===== src/rtl/accu_alu_pkg.sv =====
package accu_alu_pkg;

    localparam int DW  = 8;
    localparam int NIB = DW / 2;
    localparam int BW  = $clog2(DW);
    localparam int NFLAG = 3;

    typedef logic [DW-1:0] word_t;

    typedef enum logic [4:0] {
        OP_ADD      = 5'd0,
        OP_SUB      = 5'd1,
        OP_AND      = 5'd2,
        OP_OR       = 5'd3,
        OP_XOR      = 5'd4,
        OP_MOVE     = 5'd5,
        OP_STORE_W  = 5'd6,
        OP_CLEAR    = 5'd7,
        OP_INC      = 5'd8,
        OP_DEC      = 5'd9,
        OP_INV      = 5'd10,
        OP_NSWAP    = 5'd11,
        OP_ROTL     = 5'd12,
        OP_ROTR     = 5'd13,
        OP_BCLR     = 5'd14,
        OP_BSET     = 5'd15,
        OP_SKIP_CLR = 5'd16,
        OP_SKIP_SET = 5'd17,
        OP_INC_SKZ  = 5'd18,
        OP_DEC_SKZ  = 5'd19
    } alu_op_e;

    typedef enum logic [1:0] {
        TGT_NONE = 2'd0,
        TGT_DEST = 2'd1,
        TGT_FILE = 2'd2,
        TGT_W    = 2'd3
    } tgt_e;

    typedef struct packed {
        logic c;
        logic dc;
        logic z;
    } flags_t;

    typedef struct packed {
        word_t  data;
        flags_t val;
        flags_t upd;
        tgt_e   tgt;
        logic   skip;
    } alu_res_t;

    function automatic logic takes_literal(alu_op_e op);
        return (op == OP_ADD) || (op == OP_SUB) || (op == OP_AND) ||
               (op == OP_OR)  || (op == OP_XOR) || (op == OP_MOVE);
    endfunction

    function automatic word_t swap_nibbles(word_t v);
        return {v[NIB-1:0], v[DW-1:NIB]};
    endfunction

endpackage


===== src/rtl/accu_alu_addsub.sv =====
module accu_alu_addsub #(
    parameter int W = 8
) (
    input  logic [W-1:0] a_i,
    input  logic [W-1:0] b_i,
    input  logic         sub_i,
    output logic [W-1:0] sum_o,
    output logic         carry_o,
    output logic         half_o
);
    localparam int H  = W / 2;
    localparam int HU = W - H;

    logic [W-1:0] b_eff;
    logic [H:0]   lo;
    logic [HU:0]  hi;

    // subtract is a + ~b + 1: carry out means no borrow
    assign b_eff = sub_i ? ~b_i : b_i;
    assign lo    = {1'b0, a_i[H-1:0]} + {1'b0, b_eff[H-1:0]} + {{H{1'b0}}, sub_i};
    assign hi    = {1'b0, a_i[W-1:H]} + {1'b0, b_eff[W-1:H]} + {{HU{1'b0}}, lo[H]};

    assign sum_o   = {hi[HU-1:0], lo[H-1:0]};
    assign carry_o = hi[HU];
    assign half_o  = lo[H];

endmodule


===== src/rtl/accu_alu_unit.sv =====
module accu_alu_unit
    import accu_alu_pkg::*;
(
    input  alu_op_e        op_i,
    input  logic           use_lit_i,
    input  word_t          w_i,
    input  word_t          file_i,
    input  word_t          lit_i,
    input  logic [BW-1:0]  bit_i,
    input  logic           carry_i,
    output word_t          opnd_o,
    output alu_res_t       res_o
);
    word_t as_sum;
    logic  as_c;
    logic  as_dc;
    word_t mask;
    logic  lit_sel;
    word_t opnd;

    assign lit_sel = use_lit_i && takes_literal(op_i);
    assign opnd    = lit_sel ? lit_i : file_i;
    assign opnd_o  = opnd;
    assign mask    = word_t'(1) << bit_i;

    accu_alu_addsub #(.W(DW)) addsub_i (
        .a_i     (opnd),
        .b_i     (w_i),
        .sub_i   (op_i == OP_SUB),
        .sum_o   (as_sum),
        .carry_o (as_c),
        .half_o  (as_dc)
    );

    always_comb begin
        res_o      = '0;
        res_o.tgt  = lit_sel ? TGT_W : TGT_DEST;
        unique case (op_i)
            OP_ADD, OP_SUB: begin
                res_o.data   = as_sum;
                res_o.val.c  = as_c;
                res_o.val.dc = as_dc;
                res_o.upd    = '{c: 1'b1, dc: 1'b1, z: 1'b1};
            end
            OP_AND: begin res_o.data = opnd & w_i; res_o.upd.z = 1'b1; end
            OP_OR:  begin res_o.data = opnd | w_i; res_o.upd.z = 1'b1; end
            OP_XOR: begin res_o.data = opnd ^ w_i; res_o.upd.z = 1'b1; end
            OP_MOVE: begin
                res_o.data  = opnd;
                res_o.upd.z = !lit_sel;
            end
            OP_STORE_W: begin
                res_o.data = w_i;
                res_o.tgt  = TGT_FILE;
            end
            OP_CLEAR: begin res_o.data = '0;          res_o.upd.z = 1'b1; end
            OP_INC:   begin res_o.data = opnd + 1'b1; res_o.upd.z = 1'b1; end
            OP_DEC:   begin res_o.data = opnd - 1'b1; res_o.upd.z = 1'b1; end
            OP_INV:   begin res_o.data = ~opnd;       res_o.upd.z = 1'b1; end
            OP_NSWAP: res_o.data = swap_nibbles(opnd);
            OP_ROTL: begin
                res_o.data  = {opnd[DW-2:0], carry_i};
                res_o.val.c = opnd[DW-1];
                res_o.upd.c = 1'b1;
            end
            OP_ROTR: begin
                res_o.data  = {carry_i, opnd[DW-1:1]};
                res_o.val.c = opnd[0];
                res_o.upd.c = 1'b1;
            end
            OP_BCLR: begin res_o.data = opnd & ~mask; res_o.tgt = TGT_FILE; end
            OP_BSET: begin res_o.data = opnd | mask;  res_o.tgt = TGT_FILE; end
            OP_SKIP_CLR: begin
                res_o.data = opnd & mask;
                res_o.tgt  = TGT_NONE;
                res_o.skip = ~|(opnd & mask);
            end
            OP_SKIP_SET: begin
                res_o.data = opnd & mask;
                res_o.tgt  = TGT_NONE;
                res_o.skip = |(opnd & mask);
            end
            OP_INC_SKZ: begin
                res_o.data = opnd + 1'b1;
                res_o.skip = (opnd + 1'b1) == '0;
            end
            OP_DEC_SKZ: begin
                res_o.data = opnd - 1'b1;
                res_o.skip = (opnd - 1'b1) == '0;
            end
            default: res_o.tgt = TGT_NONE;
        endcase
        res_o.val.z = (res_o.data == '0);
    end

endmodule


===== src/rtl/accu_alu_flags.sv =====
module accu_alu_flags #(
    parameter int NF = 3
) (
    input  logic          clk,
    input  logic          rst,
    input  logic          en_i,
    input  logic [NF-1:0] upd_i,
    input  logic [NF-1:0] val_i,
    output logic [NF-1:0] q_o
);
    for (genvar i = 0; i < NF; i++) begin : g_flag
        always_ff @(posedge clk) begin
            if (rst)
                q_o[i] <= 1'b0;
            else if (en_i && upd_i[i])
                q_o[i] <= val_i[i];
        end
    end

    // an idle cycle leaves every flag alone
    p_idle_hold_r11: assert property (@(posedge clk) disable iff (rst)
        !en_i |=> $stable(q_o));

endmodule


===== src/rtl/accu_alu.sv =====
module accu_alu
    import accu_alu_pkg::*;
(
    input  logic          clk,
    input  logic          rst,
    input  logic          valid_i,
    input  logic [4:0]    op_i,
    input  logic          use_lit_i,
    input  logic          dest_f_i,
    input  logic [DW-1:0] w_i,
    input  logic [DW-1:0] file_i,
    input  logic [DW-1:0] lit_i,
    input  logic [BW-1:0] bit_i,
    output logic [DW-1:0] result_o,
    output logic          wr_w_o,
    output logic          wr_f_o,
    output logic          skip_o,
    output logic          carry_o,
    output logic          dcarry_o,
    output logic          zero_o
);
    alu_op_e  op;
    alu_res_t res;
    flags_t   flags_q;
    word_t    opnd;

    assign op = alu_op_e'(op_i);

    accu_alu_unit unit_i (
        .op_i      (op),
        .use_lit_i (use_lit_i),
        .w_i       (w_i),
        .file_i    (file_i),
        .lit_i     (lit_i),
        .bit_i     (bit_i),
        .carry_i   (flags_q.c),
        .opnd_o    (opnd),
        .res_o     (res)
    );

    accu_alu_flags #(.NF(NFLAG)) flags_i (
        .clk   (clk),
        .rst   (rst),
        .en_i  (valid_i),
        .upd_i (res.upd),
        .val_i (res.val),
        .q_o   (flags_q)
    );

    assign result_o = res.data;
    assign wr_w_o   = valid_i && ((res.tgt == TGT_W) || ((res.tgt == TGT_DEST) && !dest_f_i));
    assign wr_f_o   = valid_i && ((res.tgt == TGT_FILE) || ((res.tgt == TGT_DEST) && dest_f_i));
    assign skip_o   = valid_i && res.skip;
    assign carry_o  = flags_q.c;
    assign dcarry_o = flags_q.dc;
    assign zero_o   = flags_q.z;

    logic [DW:0] chk_add9;
    assign chk_add9 = {1'b0, w_i} + {1'b0, opnd};

    p_one_target_r10: assert property (@(posedge clk) disable iff (rst)
        $onehot0({wr_w_o, wr_f_o}));

    p_lit_to_w_r10: assert property (@(posedge clk) disable iff (rst)
        (valid_i && use_lit_i && op == OP_ADD) |-> (wr_w_o && !wr_f_o));

    p_add_carry_r2: assert property (@(posedge clk) disable iff (rst)
        (valid_i && op == OP_ADD) |=> (carry_o == $past(chk_add9[DW])));

    p_sub_borrow_r3: assert property (@(posedge clk) disable iff (rst)
        (valid_i && op == OP_SUB) |=> (carry_o == $past(opnd >= w_i)));

    p_rotl_carry_r5: assert property (@(posedge clk) disable iff (rst)
        (valid_i && op == OP_ROTL) |=>
            (carry_o == $past(file_i[DW-1]) && $stable({dcarry_o, zero_o})));

    p_swap_noflag_r6: assert property (@(posedge clk) disable iff (rst)
        (valid_i && op == OP_NSWAP) |=> $stable({carry_o, dcarry_o, zero_o}));

    p_btest_clr_r8: assert property (@(posedge clk) disable iff (rst)
        (valid_i && op == OP_SKIP_CLR) |-> (skip_o == !file_i[bit_i] && !wr_w_o && !wr_f_o));

    p_decskz_r9: assert property (@(posedge clk) disable iff (rst)
        (valid_i && op == OP_DEC_SKZ) |-> (skip_o == (file_i == word_t'(1))));

endmodule


===== config.mk =====
export PLATFORM = sky130hd
export DESIGN_NAME = accu_alu
export DESIGN_NICKNAME = d
export VERILOG_FILES = /design/src/rtl/accu_alu_pkg.sv /design/src/rtl/accu_alu_addsub.sv /design/src/rtl/accu_alu_unit.sv /design/src/rtl/accu_alu_flags.sv /design/src/rtl/accu_alu.sv
export SDC_FILE = /design/constraint.sdc
export NUM_CORES = 1
export LEC_CHECK = 0
export CAP_MARGIN = 0
export CORE_MARGIN = 2
export CORE_UTILIZATION = 45
export CTS_BUF_LIST = sky130_fd_sc_hd__clkbuf_8 sky130_fd_sc_hd__clkbuf_16
export DETAILED_ROUTE_END_ITERATION = 6
export DONT_BUFFER_PORTS = 1
export SLEW_MARGIN = 20
export SYNTH_ARGS = -nofsm -noshare
export SYNTH_HDL_FRONTEND = slang
export SYNTH_HIERARCHICAL = 1
export SYNTH_SLANG_ARGS = --single-unit

===== constraint.sdc =====
create_clock -name clk -period 7.1 [get_ports clk]
set_input_delay 1.42 -clock clk [delete_from_list [all_inputs] [get_ports clk]]
set_output_delay 1.42 -clock clk [all_outputs]
set_load 0.01 [all_outputs]

Word-level counts from Yosys, hierarchy flattened:

Index checks and enable logic that the tools add are counted.
W data, S select, Z words.

* logic and storage cells: 84
* register bits: 3
* latch bits: 0
* memories kept: 0
* output and inout bits: 14
* bits in read-only memories: 0
* RAM bits: 0
* bits of input ports: 37

* reduce and logical (&&, ||, !) cells: 32
* multiplexer cells: 11
* bitwise operators: 9
* order comparisons: 0
* div/mod/pow operators: 0
* eq/ne operators: 22
* shift operators: 1
* multipliers: 0
* add/sub/neg operators: 6

Operator list (number)
* $pmux W8 S15: 1
* $eq A5 B4 Y1 const B: 8
* $and A8 B8 Y8: 3
* $logic_not A8 Y1: 3
* $not A8 Y8: 3
* $eq A5 B3 Y1 const B: 4
* $eq A5 B5 Y1 const B: 4
* $mux W8: 2
* $or A8 B8 Y8: 2
* $reduce_or A15 Y1: 1
* $add A4 B4 Y5: 2
* $add A5 B1 Y5: 2
* $eq A5 B2 Y1 const B: 2
* $logic_and A1 B1 Y1: 9
* $reduce_or A9 Y1: 1
* $add A8 B1 Y8 const B: 1
* $reduce_or A2 Y1: 4
* $reduce_or A8 Y1: 1
* $shl A1 B3 Y8 const A: 1
* $sub A8 B1 Y8 const B: 1
* $xor A8 B8 Y8: 1
* $logic_or A1 B1 Y1: 7
* $eq A5 B1 Y1 const B: 1
* $logic_not A5 Y1: 1
* other kinds (11): 16

Longest topological paths before layout:

Gate-level depths: netlist (run 1).

* word-level depth: 13
* depth in mapped cells: 24
* mapped depth without buffers: 21

Cells and area by module:

Netlist (run 1), hierarchy kept.

By module, submodules not included
* accu_alu_unit: cells an instance 380, sequential area each 0.0 um^2, area an instance 2521.2 um^2, times used 1
* accu_alu_addsub: cells an instance 44, sequential area each 0.0 um^2, area an instance 390.4 um^2, times used 1
* accu_alu_flags: cells an instance 12, sequential area each 60.1 um^2, area an instance 123.9 um^2, times used 1
* accu_alu: cells an instance 6, sequential area each 0.0 um^2, area an instance 56.3 um^2, times used 1

Worst setup path before layout (run 1):

No wires, ideal clock.

* path kind: in2out
* from: input port op_i[1]
* to: output port result_o[5]
* required time: 5.680 ns
* setup slack: 0.822 ns
* path buffers: 4
* stages on the path: 19
* arrival: 4.858 ns
* path through: buf_2 -> buf_4 -> buf_2 -> nor2_1 -> and3_1 -> buf_6 -> xor2_1 -> inv_1 -> fa_1 -> nor2b_1 -> o21ai_0 -> nor2b_1 -> fa_1 -> inv_1 -> fa_1 -> a22oi_1 -> o211ai_1 -> a221oi_1 -> o2111ai_1

* longest elaborated chain between the ends: 12
* elaborated cells between the ends (all ways): 45
* classes of those cells: add/sub (6); eq/ne (18); mux (3); bitwise (7); reduce/logical (11)

Ends and longest elaborated chain
* start, declared: line accu_alu.sv:7 `input logic [4:0] op_i,`
* $eq A5 B1 Y1 / $logic_not A5 Y1 (equally long branches): line accu_alu_pkg.sv:55, accu_alu_unit.sv:29
* $logic_or A1 B1 Y1 (3 in a row): line accu_alu_pkg.sv:55 `return (op == OP_ADD) || (op == OP_SUB) || (op == OP_AND) ||`
* $logic_or A1 B1 Y1 (2 in a row): line accu_alu_pkg.sv:56 `(op == OP_OR) || (op == OP_XOR) || (op == OP_MOVE);`
* $logic_and A1 B1 Y1: line accu_alu_unit.sv:21 `assign lit_sel = use_lit_i && takes_literal(op_i);`
* $mux W8: line accu_alu_unit.sv:22 `assign opnd = lit_sel ? lit_i : file_i;`
* $add A4 B4 Y5: line accu_alu_addsub.sv:20 `assign lo = {1'b0, a_i[H-1:0]} + {1'b0, b_eff[H-1:0]} + {{H{1'b0}}, sub_i};`
* $add A5 B1 Y5: line accu_alu_addsub.sv:20
* $add A5 B1 Y5 (*): line accu_alu_addsub.sv:21 `assign hi = {1'b0, a_i[W-1:H]} + {1'b0, b_eff[W-1:H]} + {{HU{1'b0}}, lo[H]};`
* named net unit_i.as_sum[5]: line accu_alu_unit.sv:14 `word_t as_sum;`
* $pmux W8 S15 (*): line accu_alu_unit.sv:38 `unique case (op_i)`
* end, declared: line accu_alu.sv:14 `output logic [DW-1:0] result_o,`

Mark *: on every way through the listed nets, which the timed path passes. The rest lies on a longest branch.

Worst setup path in the final report (run 1):

* from: input port use_lit_i
* to: output port result_o[7]

* longest elaborated chain between the ends: 6
* elaborated cells between the ends (all ways): 16
* classes of those cells: add/sub (6); mux (2); bitwise (7); reduce/logical (1)

Ends and longest elaborated chain
* start, declared: line accu_alu.sv:8 `input logic use_lit_i,`
* $logic_and A1 B1 Y1: line accu_alu_unit.sv:21
* $mux W8: line accu_alu_unit.sv:22
* named net opnd[2]: line accu_alu.sv:25 `word_t opnd;`
* $add A4 B4 Y5: line accu_alu_addsub.sv:20
* $add A5 B1 Y5: line accu_alu_addsub.sv:20
* $add A5 B1 Y5: line accu_alu_addsub.sv:21
* named net unit_i.as_sum[7]: line accu_alu_unit.sv:14
* $pmux W8 S15: line accu_alu_unit.sv:38

The timed path passes the listed nets, and every way through them passes these cells.

==> reports/results.ini, run 1 <==
[global_routing]
gr-total-overflow=0
antenna_found_initial=0
grt_pass1_vias=3434
grt.total_usage_pct=34.6
grt_pass1_wl_um=20000
grt_max_degree=39

[synth]
yosysUniqueCellTypes=81
netlist.area_leader.share_pct=4.53
ys_top_cells_by_area=nand3_1, nand2_1, xnor2_1, xor2_1, ha_1
async_reset_ff_share_pct=0
ys_seq_area_share_pct=1.94
synthAdderAreaFrac_pct=5.99
synth_ff_type=dfxtp_1
synth_compound_area_share_pct=30.6
yosysMostFrequentCell=nand2_1
synth.area.mux_share_pct=8.01
synth_nets=492
syn_avg_cell_area_sq_um=6.99
synth_commonest_cells=nand2_1, nand3_1, nor2_1, o21ai_0, nor3_1
synth_area_sq_um=3090
synth_cells=442
ys_ff_latch=3
synth.yosys.warnings=6
yosys.area_share.simple_pct=36.6
synth_xor_area_share_pct=8.50
synth_top_family_by_area=simple AND/OR/NAND/NOR gates
yosysTopAreaCell=nand3_1
synth-edff-count=0

[placement]
dp_hpwl_um=9920
place_inst=497
io_buffers=0
place.gp.congestion=1.10
place_area_sq_um=3080

[timing]
fin_skew_ps=1.98
fmax_mhz=152
slew_headroom_pct=31.9
rsz0062_at_grt=false
worst_slew_pin_slew_ps=1010
setup_tns_ps=0
drv_slew=0
fin_crit_ps=6580
period_share_pct=92.6
report.final.setup_viol=0
hold_violations=0

[detailed_routing]
drt_iter0_markers=366
routed_wl_um=13100
ant_nets=0
wl_per_cell_um=26.2
vias=3683
vias_per_cell=7.35
drc_errors=0
drtPass1Iterations=5

[min_path]
hold_depth=2
hold_path_class=reg2reg
min_from=flags_i/q_o[0]$_SDFFE_PP0P_
hold_end=flags_i/q_o[0]$_SDFFE_PP0P_

[floorplanning]
initial_core_util_pct=46.0
std_cell_rows=30
core_area_sq_um=6720
die_area_sq_um=7550
die_w_um=86.9
pin_count=51
die_h_um=86.9

[cts]
tritoncts=built
clock_latency_ps=220
cts_setup_buffers=0
cts_sinks=3
cts-hold-fix-buffers=0
cts_root_buffer=clkbuf_8
numCtsBuffers=3
h-tree-depth=1
clk_pin_slew_worst_paths_ps=30
cts_buffer_depth=2
cts-resized-gates=0

[finish]
regMostFlops=flags_i/q_o
final_area_sq_um=3130
fillers=699
layout.nets=472
syn_to_final_growth_pct=1.09
top_regs=flags_i/q_o: 3 flops
largest_register_ffs=3
final_util_pct=46.5
diodes=0
final_cells=501
layout-drive-gt1-share_pct=10.9

[worst_setup_path]
cp.arrival_ps=5160
r2r_cells=7
reg2reg_slack_ps=4950
crit-reg2reg-launch=flags_i/q_o[2]$_SDFFE_PP0P_
worstReg2RegEnd=flags_i/q_o[0]$_SDFFE_PP0P_
required_ps=5680
path_class=in2out
worstSetupEndpointType=primary output
cp_cell_sequence=a21boi_4 -> buf_4 -> a21boi_0 -> nor2_1 -> inv_1 -> ha_1 -> nor2b_1 -> o21ai_0 -> nor2b_1 -> fa_1 -> inv_1 -> a31oi_1 -> xnor2_1 -> a32oi_1 -> nand3_1 -> a2111oi_0 -> o21ai_0
path_max_fanout=14
critPathMaxStageDelay_ps=570
slowest_stage=a2111oi_0
startpoint_type=input port

[outcome]
status=finished clean

[power]
power.density_nw_per_um2=77.8
power_leakage_uw=0.00108
irDropWorstVdd_uv=101

[run]
drv_cap=0

-- routing by layer --
layer | up-vias | share of wire, % | global-route usage [%]
met1 | 1759 | 41 | 46.8
met3 | 33 | 13 | 11.0
li1 | 1643 | - | -
met2 | 248 | 44 | 53.2
met5 | - | 0 | 0
met4 | 0 | 2.2 | 8.66
-- final cells by class --
| cell class | instances | area, sq um | area share (%) |
|---|---|---|---|
| clock inverter | 1 | 3.75 | 0.120 |
| tap | 80 | 100 | 3.20 |
| multi-input combinational | 387 | 2790 | 89.4 |
| inverter | 20 | 75.1 | 2.40 |
| timing repair buffer | 7 | 52.6 | 1.68 |
| clock buffer | 3 | 41.3 | 1.32 |
| sequential | 3 | 60.1 | 1.92 |
-- power by group --
group          internal, uW  total, uW  switching (uW)
Clock                  36.8       48.0            11.2
Sequential             17.1       17.2           0.131
Combinational          70.9        178             107
Total                   125        243             118
-- cells by family after synthesis --
family / count (synthesis)
AOI/OAI and AO/OA: 129
xor gates and xnor gates: 30
adders and majority gates: 13
buffers and inverters: 52
DFF: 3
muxes: 19
and+or+nand+nor: 196
-- through the flow --
stage / worst slack (ps) / total power [uW] / hold WS (ps)
5_1_grt: 207 / 260 / 644
2_1_floorplan: 822 / 164 / 586
6_report: 525 / 243 / 620
4_1_cts: 613 / 239 / 618
3_5_place_dp: 636 / 189 / 615
3_3_place_gp: 734 / 188 / 610
-- cells in the final DEF, fill, tap and decap left out, drive strengths merged, types with 3 or more instances in the layout --
cell     instances
a21oi           15
mux4             3
mux2i           13
and3             7
a31oi            5
nor2b            9
o211ai          10
or4              3
mux2             3
and2             5
nor3            21
nand2b           9
clkbuf           3
nor3b            7
nand3           28
inv             20
buf              7
o21ai           26
a32oi           10
and4             3
a211oi           9
o22ai            5
or2              4
nand3b          11
or4b             4
nand2           37
xnor2           15
nor2            27
xor2            15
a21boi           5
fa               3
a21bo            4
a21o             5
ha              10
nor4             5
o2111ai          5
dfxtp            3
nand4            5
a221oi           5
nor4b            7
-- worst max path at each step --
| stage | from | to | slack [ps] | cells after the start |
|---|---|---|---|---|
| 2_1_floorplan | op_i[1] | result_o[5] | 820 | 19 |
| 3_3_place_gp | use_lit_i | result_o[7] | 730 | 17 |
| 3_5_place_dp | op_i[0] | result_o[7] | 640 | 16 |
| 4_1_cts | use_lit_i | result_o[7] | 610 | 17 |
| 6_report | use_lit_i | result_o[7] | 520 | 17 |
| 5_1_grt | op_i[0] | result_o[7] | 210 | 16 |
-- worst max-delay path: cells and delay by family --
kind / cells / cell delay, ps
fa+ha+maj: 2 / 760
buf+inv: 3 / 550
xor+xnor: 1 / 130
simple gates: 4 / 680
compound gates: 7 / 1610
(Power assumes the default switching activity.)
==> inputs of run 2 (changes only) <==
- PLACE_DENSITY_LB_ADDON: unset -> 0.3
==> run 2 against run 1 <==
Effect of this change: die area is the same; first-iteration DRC count is 68% higher; global-route usage down 1.5 points; combinational power about the same; highest routed layer unchanged; critical endpoint unchanged; hold slack got worse by 8.7 ps; design area up 0.32%; utilization increased by 0.15 points; cell count grew 0.40%; total power is 0.46% lower; sequential share of layout area about the same; register-to-register slack improved by 20 ps; maximum frequency up 1.8%.
==> reports/results.ini, run 2 (synthesized netlist as in run 1, its figures left out) <==
[finish]
largest_register_ffs=3  ; unchanged
regMostFlops=flags_i/q_o
diodes=0  ; unchanged
layout_common_cells=nand2_1, nand3_1, nor2_1, o21ai_0, nor3_1
layout_commonest_cell=nand2_1
layout.nets=474  ; +0.42%
final_cells=503  ; +0.40%
syn_to_final_growth_pct=1.42
layout-drive-gt1-share_pct=11.1  ; +0.18 points
top_regs=flags_i/q_o: 3 flops

[detailed_routing]
vias_per_cell=7.48  ; +1.7%
drtPass1Iterations=5  ; unchanged
routed_wl_um=12800  ; -2.6%
vias=3762  ; +2.1%
drc_errors=0  ; unchanged
ant_nets=0  ; unchanged
drt_iter0_markers=615  ; +68%
wl_per_cell_um=25.4  ; -3.0%

[placement]
place_inst=499  ; +0.40%
dp_hpwl_um=9690  ; -2.3%
io_buffers=0  ; unchanged
place.gp.congestion=1.01  ; -8.5%

[timing]
fmax_mhz=155  ; +1.8%
hold_violations=0  ; unchanged
setup_tns_ps=0  ; unchanged
rsz0062_at_grt=false
report.final.setup_viol=0  ; unchanged
slew_headroom_pct=29.9  ; -1.9 points
drv_slew=0  ; unchanged
worst_slew_pin_slew_ps=1040  ; +28.8 ps
fin_crit_ps=6460  ; -116 ps
fin_skew_ps=1.98  ; +0.00537 ps
period_share_pct=91.0  ; -1.6 points

[cts]
cts_root_buffer=clkbuf_8
cts_buffer_depth=2  ; unchanged
cts-resized-gates=0  ; unchanged
numCtsBuffers=3  ; unchanged
h-tree-depth=1  ; unchanged
clock_latency_ps=210  ; about the same
cts_setup_buffers=0  ; unchanged
tritoncts=built
cts_sinks=3  ; unchanged
cts-hold-fix-buffers=0  ; unchanged
clk_pin_slew_worst_paths_ps=30  ; about the same

[worst_setup_path]
reg2reg_slack_ps=4970  ; +20 ps
path_max_fanout=14  ; unchanged
worstSetupEndpointType=primary output
crit-reg2reg-launch=flags_i/q_o[2]$_SDFFE_PP0P_
cp.arrival_ps=5040  ; -120 ps
required_ps=5680  ; about the same
r2r_cells=7  ; unchanged
startpoint_type=input port
path_class=in2out
worstReg2RegEnd=flags_i/q_o[0]$_SDFFE_PP0P_

[floorplanning]
core_area_sq_um=6720  ; unchanged
die_w_um=86.9  ; unchanged
std_cell_rows=30  ; unchanged
die_area_sq_um=7550  ; unchanged
die_h_um=86.9  ; unchanged
pin_count=51  ; unchanged
initial_core_util_pct=46.0  ; unchanged

[min_path]
hold_depth=2  ; unchanged
hold_path_class=reg2reg
hold_end=flags_i/q_o[1]$_SDFFE_PP0P_
min_from=flags_i/q_o[1]$_SDFFE_PP0P_

[power]
totalPowerFinal_uw=242  ; -0.46%
irDropWorstVdd_uv=94.3  ; -6.7%
power_leakage_uw=0.00109  ; +0.80%
power.density_nw_per_um2=77.2  ; -0.78%

[run]
drv_cap=0  ; unchanged

[global_routing]
gr-total-overflow=0  ; unchanged
grt_pass1_vias=3425  ; -0.26%
antenna_found_initial=0  ; unchanged
grt_pass1_wl_um=19400  ; -2.8%
grt_max_degree=39  ; unchanged
grt.total_usage_pct=33.1  ; -1.5 points

[outcome]
status=finished clean

-- run 2: changes by cell type in the layout (fill, tap and decap cells not counted), sizes merged --
cell / before / now
buf: 7 / 9
-- run 2: worst max path at each step --
stage / depth (start not counted) / slack (ps) / from / to
4_1_cts: 17 / 700 / use_lit_i / result_o[7]
6_report: 17 / 640 / use_lit_i / result_o[7]
3_5_place_dp: 17 / 710 / use_lit_i / result_o[7]
2_1_floorplan: 19 / 820 / op_i[1] / result_o[5]
3_3_place_gp: 17 / 730 / use_lit_i / result_o[7]
5_1_grt: 17 / 430 / use_lit_i / result_o[7]
-- run 2: area by class of cell --
class | count | area (sq um)
flip-flops and latches | 3 | 60.1
clock buffers | 3 | 41.3
well taps | 80 | 100
repair buffers | 9 | 67.6
inverters | 20 | 75.1
fillers | 734 | 3580
multi-input cells | 387 | 2790
clock inverters | 1 | 3.75
-- run 2: worst max-delay path: stages --
cell and delay (ps):
a21boi_4 160, buf_4 210, a21boi_0 150, nor2_1 280
inv_1 220, ha_1 400, nor2b_1 140, o21ai_0 90
nor2b_1 150, fa_1 360, inv_1 90, a31oi_1 100
xnor2_1 140, a32oi_1 170, nand3_1 110, a2111oi_0 520
o21ai_0 310
-- run 2: power breakdown --
group	internal, uW	switching [uW]	total [uW]
combinational	71.3	106	177
sequential	17.1	0.133	17.2
clock	36.8	10.9	47.7
-- run 2: metrics by stage --
step	utilization (%)	area, sq um	hold WS [ps]	setup WS [ps]
finish	46.7	3140	611	641
global route	46.7	3140	648	426
CTS	46.7	3140	616	704
detailed placement	46.0	3090	600	711
global placement	46.0	3090	603	726
floorplan	-	3090	586	822
-- run 2: layer usage --
| metal | wire, um | up-vias | track usage [%] |
|---|---|---|---|
| met5 | 0 | - | 0 |
| met4 | 393 | 0 | 11.6 |
| met3 | 1610 | 42 | 5.69 |
| met2 | 5670 | 292 | 51.0 |
| met1 | 5100 | 1779 | 46.4 |
| li1 | - | 1649 | - |
==> inputs of run 3 (changes only) <==
- BUFFER_PORTS_ARGS: unset -> -buffer_cell sky130_fd_sc_hd__buf_2
- DONT_BUFFER_PORTS: 1 -> unset
- clock period: 7.1 -> 6.03 ns (I/O delays scaled with it)
==> run 3 against run 2 <==
Effect of this change: hold slack got worse by 45 ps; first-iteration DRC count decreased by 2.3%; via count up 9.0%; critical path depth grew 3; sequential power grew 17%; cell count up 16%; clock skew rose by 1.8 ps; largest cell class unchanged; highest routed layer is now met5.
==> reports/results.ini, run 3 (synthesized netlist as in run 1, its figures left out) <==
[finish]
largest_register_ffs=3  ; unchanged
top_regs=flags_i/q_o: 3 flops
diodes=0  ; unchanged
syn_to_final_growth_pct=18.4
regMostFlops=flags_i/q_o
layout_commonest_cell=buf_2
layout.nets=552  ; +16%
layout_common_cells=buf_2, nand2_1, buf_4, nand3_1, nor2_1
layout-drive-gt1-share_pct=26.9  ; +16 points
fillers=696  ; -5.2%

[worst_setup_path]
cp.arrival_ps=4630  ; -410 ps
cp_cell_sequence=buf_2 -> a21boi_4 -> nand2_2 -> mux2i_2 -> inv_1 -> mux2i_2 -> fa_2 -> nor2b_2 -> o21ai_2 -> nor2b_2 -> fa_1 -> inv_1 -> fa_1 -> xor2_1 -> a32oi_1 -> o211ai_1 -> a221oi_1 -> and4_1 -> inv_1 -> buf_2
worstSetupEndpointType=primary output
path_class=in2out
critPathMaxStageDelay_ps=400  ; -120 ps
required_ps=4820  ; -860 ps
startpoint_type=input port
path_common_cell=inv_1
slowest_stage=fa_1
path_max_fanout=5  ; -9

[detailed_routing]
ant_nets=0  ; unchanged
routed_wl_um=13600  ; +6.7%
drtPass1Iterations=6  ; +1
drc_errors=0  ; unchanged
vias_per_cell=7.06  ; -5.6%
drt_iter0_markers=601  ; -2.3%
vias=4100  ; +9.0%
wl_per_cell_um=23.4  ; -7.7%

[cts]
tritoncts=built
cts_sinks=3  ; unchanged
h-tree-depth=1  ; unchanged
clock_latency_ps=210  ; about the same
clk_pin_slew_worst_paths_ps=30  ; about the same
cts_root_buffer=clkbuf_8
numCtsBuffers=3  ; unchanged
cts_buffer_depth=2  ; unchanged
cts-hold-fix-buffers=0  ; unchanged

[power]
irDropWorstVdd_uv=150  ; +59%
power.density_nw_per_um2=100  ; +29%
power_leakage_uw=0.00144  ; +33%

[timing]
fmax_mhz=171
slew_headroom_pct=42.9  ; +13 points
fin_crit_ps=5830
hold_violations=0  ; unchanged
hold-worst-slack_ps=566  ; -45.0 ps
report.final.setup_viol=0  ; unchanged
drv_slew=0  ; unchanged
fin_skew_ps=3.79  ; +1.81 ps
period_share_pct=96.7
setup_ws_ps=196  ; -445 ps
worst_slew_pin_slew_ps=849  ; -194 ps

[floorplanning]
core_area_sq_um=6720  ; unchanged
die_area_sq_um=7550  ; unchanged
pin_count=51  ; unchanged
die_h_um=86.9  ; unchanged
initial_core_util_pct=46.0  ; unchanged
std_cell_rows=30  ; unchanged
die_w_um=86.9  ; unchanged

[global_routing]
grt.total_usage_pct=35.7  ; +2.5 points
grt_pass1_vias=3665  ; +7.0%
met2_usage_pct=54.1  ; +3.1 points
grt_max_degree=35  ; -10%
grt_pass1_wl_um=21100  ; +8.4%
gr-total-overflow=0  ; unchanged
grt_most_used_layer=met2
met1_usage_pct=51.3  ; +4.9 points
antenna_found_initial=1  ; +1
grt_use_met3_pct=4.64  ; -1.0 points

[placement]
io_buffers=50  ; +50
place.gp.congestion=1.00  ; -0.65%
place_ws_ps=38.7  ; -673 ps
dp_hpwl_um=10600  ; +9.0%

[min_path]
hold_path_class=reg2reg

[run]
drv_cap=0  ; unchanged

[outcome]
status=finished clean

## run 3: cell count changes in the layout (fill, tap and decap cells not counted), sizes merged
cell / delta
buf: +78
## run 3: worst max-delay path: cells and delay by family
kind / cells / cell delay (ps)
adders and majority gates: 3 / 860
AOI/OAI and AO/OA: 5 / 820
and+or+nand+nor: 4 / 620
buffers and inverters: 5 / 480
muxes: 2 / 480
xor gates and xnor gates: 1 / 150
## run 3: per-stage QoR
stage	setup TNS [ps]	power [uW]	area, sq um	std cells	utilization (%)
floorplan	0	193	3090	442	-
global placement	0	291	3560	576	52.9
detailed placement	0	292	3560	576	52.9
CTS	0	351	3600	580	53.6
global route	-0.115	387	3660	581	54.5
finish	0	366	3660	581	54.5
## run 3: report_power, final
part | internal, uW | total [uW] | switching [uW]
sequential | 20.1 | 20.2 | 0.0835
clock | 43.3 | 56.2 | 12.9
combinational | 116 | 290 | 174
total | 179 | 366 | 187
## run 3: what timing repair did
item	in CTS	in global routing
resized for setup	0	16
setup endpoints to repair	0	3
buffers inserted	0	1
## run 3: routing by layer
| metal | up-vias | share of wire (%) |
|---|---|---|
| met2 | 315 | 44 |
| met1 | 1914 | 41 |
| met4 | 2 | 3.9 |
| met3 | 59 | 11 |
| met5 | - | 0.051 |
| li1 | 1810 | - |
## run 3: area by class of cell
cell class / count / area (sq um) / share of cell area (%)
flip-flops and latches: 3 / 60.1 / 1.64
well taps: 80 / 100 / 2.74
repair buffers: 87 / 548 / 15.0
clock inverters: 1 / 3.75 / 0.103
clock buffers: 3 / 41.3 / 1.13
inverters: 20 / 75.1 / 2.05
multi-input cells: 387 / 2830 / 77.4
## run 3: worst paths after layout
path,startpoint,endpoint,slack (ps),cells after the start
worst max register to register,flags_i/q_o[2]$_SDFFE_PP0P_,flags_i/q_o[0]$_SDFFE_PP0P_,4090,7
worst min-delay path,flags_i/q_o[1]$_SDFFE_PP0P_,flags_i/q_o[1]$_SDFFE_PP0P_,570,2
worst min register to register,flags_i/q_o[1]$_SDFFE_PP0P_,flags_i/q_o[1]$_SDFFE_PP0P_,570,2
worst max-delay path,op_i[2],result_o[6],200,20
